--- src/rtl/reorder_buf.sv ---
module reorder_buf #(
  parameter int DEPTH  = 16,
  parameter int DATA_W = 32,
  parameter int REG_W  = 5,
  localparam int IDX_W = $clog2(DEPTH),
  localparam int PTR_W = IDX_W + 1
) (
  input  logic              clk,
  input  logic              rst_n,
  input  logic              alloc_valid,
  input  logic [REG_W-1:0]  alloc_dest,
  output logic              alloc_ready,
  output logic [IDX_W-1:0]  alloc_idx,
  input  logic              cmp_valid,
  input  logic [IDX_W-1:0]  cmp_idx,
  input  logic [DATA_W-1:0] cmp_data,
  input  logic              cmp_exc,
  input  logic              mis_valid,
  input  logic [IDX_W-1:0]  mis_idx,
  output logic              ret_valid,
  output logic [REG_W-1:0]  ret_dest,
  output logic [DATA_W-1:0] ret_data,
  output logic              exc_valid,
  output logic [IDX_W-1:0]  exc_idx,
  output logic              squash
);

  logic [PTR_W-1:0]  head, tail, count, mis_tail;
  logic [IDX_W-1:0]  hidx, cmp_off, mis_off;
  logic [DEPTH-1:0]  done_q, excf_q;
  logic [REG_W-1:0]  dest_q [DEPTH];
  logic [DATA_W-1:0] data_q [DEPTH];
  logic full, empty, head_done, cmp_live, alloc_fire;

  assign hidx      = head[IDX_W-1:0];
  assign count     = tail - head;
  assign full      = (count == PTR_W'(DEPTH));
  assign empty     = (count == '0);
  assign head_done = !empty && done_q[hidx];

  assign ret_valid = head_done && !excf_q[hidx];
  assign exc_valid = head_done &&  excf_q[hidx];
  assign ret_dest  = dest_q[hidx];
  assign ret_data  = data_q[hidx];
  assign exc_idx   = hidx;

  assign squash      = exc_valid || mis_valid;
  assign alloc_ready = !full && !squash;
  assign alloc_idx   = tail[IDX_W-1:0];
  assign alloc_fire  = alloc_valid && alloc_ready;

  assign cmp_off  = cmp_idx - hidx;
  assign cmp_live = cmp_valid && (PTR_W'(cmp_off) < count);
  assign mis_off  = mis_idx - hidx;
  assign mis_tail = head + PTR_W'(mis_off) + PTR_W'(1);

  always_ff @(posedge clk or negedge rst_n) begin
    if (!rst_n) begin
      head <= '0;
      tail <= '0;
    end else if (exc_valid) begin
      head <= head + PTR_W'(1);
      tail <= head + PTR_W'(1);
    end else begin
      if (ret_valid) head <= head + PTR_W'(1);
      if (mis_valid)       tail <= mis_tail;
      else if (alloc_fire) tail <= tail + PTR_W'(1);
    end
  end

  always_ff @(posedge clk or negedge rst_n) begin
    if (!rst_n) begin
      done_q <= '0;
      excf_q <= '0;
    end else begin
      if (cmp_live) begin
        done_q[cmp_idx] <= 1'b1;
        excf_q[cmp_idx] <= cmp_exc;
      end
      if (alloc_fire) begin
        done_q[alloc_idx] <= 1'b0;
        excf_q[alloc_idx] <= 1'b0;
      end
    end
  end

  always_ff @(posedge clk) begin
    if (cmp_live)   data_q[cmp_idx]   <= cmp_data;
    if (alloc_fire) dest_q[alloc_idx] <= alloc_dest;
  end

  a_r3_no_overflow: assert property (@(posedge clk) disable iff (!rst_n)
    count <= PTR_W'(DEPTH));

  a_r3_full_holds_tail: assert property (@(posedge clk) disable iff (!rst_n)
    (full && !squash) |=> (tail == $past(tail)));

  a_r4_head_steps_one: assert property (@(posedge clk) disable iff (!rst_n)
    ret_valid |=> (head == $past(head) + PTR_W'(1)));

  a_r5_single_outcome: assert property (@(posedge clk) disable iff (!rst_n)
    !(ret_valid && exc_valid));

  a_r7_exc_drains: assert property (@(posedge clk) disable iff (!rst_n)
    exc_valid |=> (count == '0));

  a_r8_mis_trims_tail: assert property (@(posedge clk) disable iff (!rst_n)
    (mis_valid && !exc_valid) |=> (tail == $past(mis_tail)));

endmodule

--- config.mk ---
export PLATFORM = sky130hd
export DESIGN_NAME = reorder_buf
export DESIGN_NICKNAME = d
export VERILOG_FILES = /design/src/rtl/reorder_buf.sv
export SDC_FILE = /design/constraint.sdc
export NUM_CORES = 1
export LEC_CHECK = 0
export BUFFER_PORTS_ARGS = -buffer_cell sky130_fd_sc_hd__buf_4
export CAP_MARGIN = 5
export CORE_UTILIZATION = 45
export DETAILED_ROUTE_END_ITERATION = 10
export GPL_TIMING_DRIVEN = 0
export REMOVE_ABC_BUFFERS = 1
export SETUP_SLACK_MARGIN = 0.3
export SKIP_LAST_GASP = 1
export SLEW_MARGIN = 20
export SYNTH_ARGS = -nofsm -noshare
export SYNTH_HDL_FRONTEND = slang
export SYNTH_SLANG_ARGS = --single-unit
--- constraint.sdc ---
create_clock -name clk -period 18.9 [get_ports clk]
set_input_delay 3.78 -clock clk [delete_from_list [all_inputs] [get_ports clk]]
set_output_delay 3.78 -clock clk [all_outputs]
set_load 0.05 [all_outputs]
==> results.json <==
{
  "design.core.area_um2": 55500,
  "drt_drc_violations_left": 0,
  "r2r_cells": 13,
  "setup_viol_count_final": 0,
  "dp_hpwl_mm": 29.6,
  "met1_length_mm": 23.7,
  "n_antenna_cell": 0,
  "clk_path_buf_depth": 3,
  "total_number_of_h_tree_levels": 3,
  "clock_pin_slew_worst_setup_and_hold_paths_ps": 60,
  "post-place-ws_ps": 10290,
  "fin_hold_ws_ps": 503,
  "io_pins": 100,
  "rows": 86,
  "max_cap_violations": 0,
  "layout.cells.most_common": "sky130_fd_sc_hd__edfxtp_1",
  "post-cts-setup-buffer-count": 0,
  "cts.hold.buffers_added": 0,
  "worst-slew-pin-transition_ps": 967,
  "final_hold_viol_count": 0,
  "route.detailed.wl_per_inst_um": 25.9,
  "whs_path_depth": 2,
  "layout_common_cells": "sky130_fd_sc_hd__edfxtp_1, sky130_fd_sc_hd__mux4_2, sky130_fd_sc_hd__buf_4, sky130_fd_sc_hd__clkbuf_16, sky130_fd_sc_hd__nor2_1",
  "start_util_pct": 45.8,
  "gpl.final_weighted_congestion": 0.789,
  "cts_tree": "done",
  "crit_path_start_kind": "primary input",
  "async_flop_share_pct": 6.62,
  "worst_hold_startpoint": "done_q[15]",
  "critical_path.max_fanout": 11,
  "crit_type": "in2out",
  "layout.core_utilization_pct": 53.4,
  "grt_use_total_pct": 19.7,
  "hold_end": "done_q[15]",
  "timing.rr.start": "head[0]",
  "seq_area_frac_synth_pct": 74.0,
  "netlist-cell-type-count": 41,
  "report.final.slew_viol_count": 0,
  "postSynthRegisterBits": 634,
  "routed_wirelength_mm": 54.3,
  "worstPathRequired_ps": 15120,
  "synthCells": 1166,
  "synthesis.yosys.warnings": 0,
  "run_status": "completed",
  "tightest_hold_check_type": "reg2reg",
  "unrepaired_setup_endpoints_after_global_routing": "false",
  "ys_dominant_reg_cell": "sky130_fd_sc_hd__edfxtp_1",
  "root_buffer_selected_by_cts": "sky130_fd_sc_hd__clkbuf_16",
  "timing.rr.end": "data_q[15][21]",
  "via_count_of_the_first_global_routing_pass": 12300,
  "timing.critical_path.arrival_ps": 4850,
  "synth-edff-count": 592,
  "slack_of_the_critical_path_ps": 10270,
  "area_grow_syn2layout_pct": 16.5,
  "grt_start_max_net_pins": 45,
  "clk_lat_worst_skew_ps": 600,
  "dr_total_vias": 11900,
  "wire_length_of_the_first_global_routing_pass_mm": 81.3,
  "total_leakage_power_nw": 9.84,
  "cts_inserted_buffers": 66,
  "final_period_minus_worst_setup_slack_ps": 8630,
  "tns_ps": 0,
  "synth.cell_area_um2": 25500,
  "postCtsResizedCells": 0,
  "met2WireLength_mm": 26.8,
  "r2r_slack_ps": 13800,
  "max-vdd-ir-drop_mv": 0.174,
  "die_x_um": 240,
  "max_clock_skew_ps": 22.7,
  "route.met3.wl_mm": 2.85,
  "layout-drive-gt1-share_pct": 33.9,
  "port_buffers": 99,
  "dr.max_layer_used": "met5",
  "die_h_um": 240,
  "die-area_um2": 57500,
  "route.detailed.vias_per_inst": 5.65,
  "numClockSinks": 634,
  "max_transition_margin_pct": 35.5,
  "length_of_the_first_detailed_routing_pass_in_iterations": 5,
  "drtIter0Drc": 899,
  "net_total_in_the_final_layout": 1379,
  "worstSetupEndpointType": "output port",
  "finish.cell_count_without_fillers": 2098,
  "grt-ovfl-total": 0,
  "numPlacedInstances": 1981,
  "syn_avg_cell_area_um2": 21.8,
  "antenna_found_initial": 1,
  "pwr_density_cell_nw_per_um2": 173,
  "max_freq_mhz": 116,
  "route.antenna.remaining_nets": 0,
  "final.period_utilization_pct": 45.7
}
[power breakdown]
group          internal [mW]  switching (mW)  total [mW]
Combinational          0.842            1.22        2.06
Clock                  0.743           0.522        1.26
Sequential              1.71          0.0835        1.80
[critical path, cell delays in order]
cell and delay [ps]:
sky130_fd_sc_hd__buf_4 130, sky130_fd_sc_hd__inv_1 270, sky130_fd_sc_hd__o21ai_0 220, sky130_fd_sc_hd__a21oi_1 210, sky130_fd_sc_hd__buf_4 230
[Yosys cell counts (7+ instances only)]
cell                       number  area (um^2)
sky130_fd_sc_hd__a21o_1         8         60.1
sky130_fd_sc_hd__a21oi_1       30          150
sky130_fd_sc_hd__buf_1         11         41.3
sky130_fd_sc_hd__buf_2         12         60.1
sky130_fd_sc_hd__buf_4          8         60.1
sky130_fd_sc_hd__clkbuf_1      30          113
sky130_fd_sc_hd__dfrtp_1       42         1050
sky130_fd_sc_hd__edfxtp_1     592        17800
sky130_fd_sc_hd__ha_1          22          275
sky130_fd_sc_hd__inv_1         40          150
sky130_fd_sc_hd__mux2i_1       13          130
sky130_fd_sc_hd__mux4_2       195         4390
sky130_fd_sc_hd__nand2_1       15         56.3
sky130_fd_sc_hd__nand2b_1       7         43.8
sky130_fd_sc_hd__nand3_1        7         35.0
sky130_fd_sc_hd__nor2_1        42          158
sky130_fd_sc_hd__nor4_2         7         87.6
sky130_fd_sc_hd__nor4_4         9          191
sky130_fd_sc_hd__o21ai_0       21          105
sky130_fd_sc_hd__xnor2_1       12          105
sky130_fd_sc_hd__xor2_1        10         87.6
[worst max-delay path by stage]
stage                     to       from  depth (start not counted)
6_report         alloc_ready  mis_valid                          5
3_5_place_dp     alloc_ready  mis_valid                          5
3_3_place_gp   data_q[14][2]    head[0]                         10
2_1_floorplan    alloc_ready    head[0]                          9
5_1_grt          alloc_ready  mis_valid                          5
4_1_cts          alloc_ready  mis_valid                          5
[cells by family (layout without fill, tap and decap cells)]
| kind of cell | count (synthesis) | in the layout | synth area share, % |
|---|---|---|---|
| compound gates | 70 | 70 | 1.70 |
| mux | 209 | 209 | 17.8 |
| buf+inv | 105 | 289 | 1.78 |
| flops | 634 | 634 | 74.0 |
| simple gates | 100 | 100 | 2.58 |
| xor+xnor | 22 | 22 | 0.757 |
| fa+ha+maj | 26 | 26 | 1.40 |
[flip-flops by register name, summed over array words and instances (netlist names)]
name / count
done_q: 16
tail: 5
data_q: 512
dest_q: 80
head: 5
excf_q: 16
[final cells by class]
cell class,instances,area (um^2)
fill,4322,25900
sequential,634,18800
multi-input combinational,427,6270
clock buffer,90,1810
timing repair buffer,131,1320
tap,748,936
clock inverter,26,284
inverter,42,190
[stage by stage]
step           instance area [um^2]  total power [mW]
2_1_floorplan                 25200              3.41
3_3_place_gp                  26800              4.07
3_5_place_dp                  27500              3.91
4_1_cts                       29600              5.17
5_1_grt                       29600              5.35
6_report                      29600              5.12
[per-layer routing]
| metal | vias to the layer above | global-route usage [%] |
|---|---|---|
| met5 | - | 0 |
| met4 | 2 | 4.40 |
| met3 | 69 | 4.08 |
| met2 | 333 | 31.6 |
| met1 | 6351 | 28.0 |
| li1 | 5109 | - |
Power figures use the tool's default switching activity.
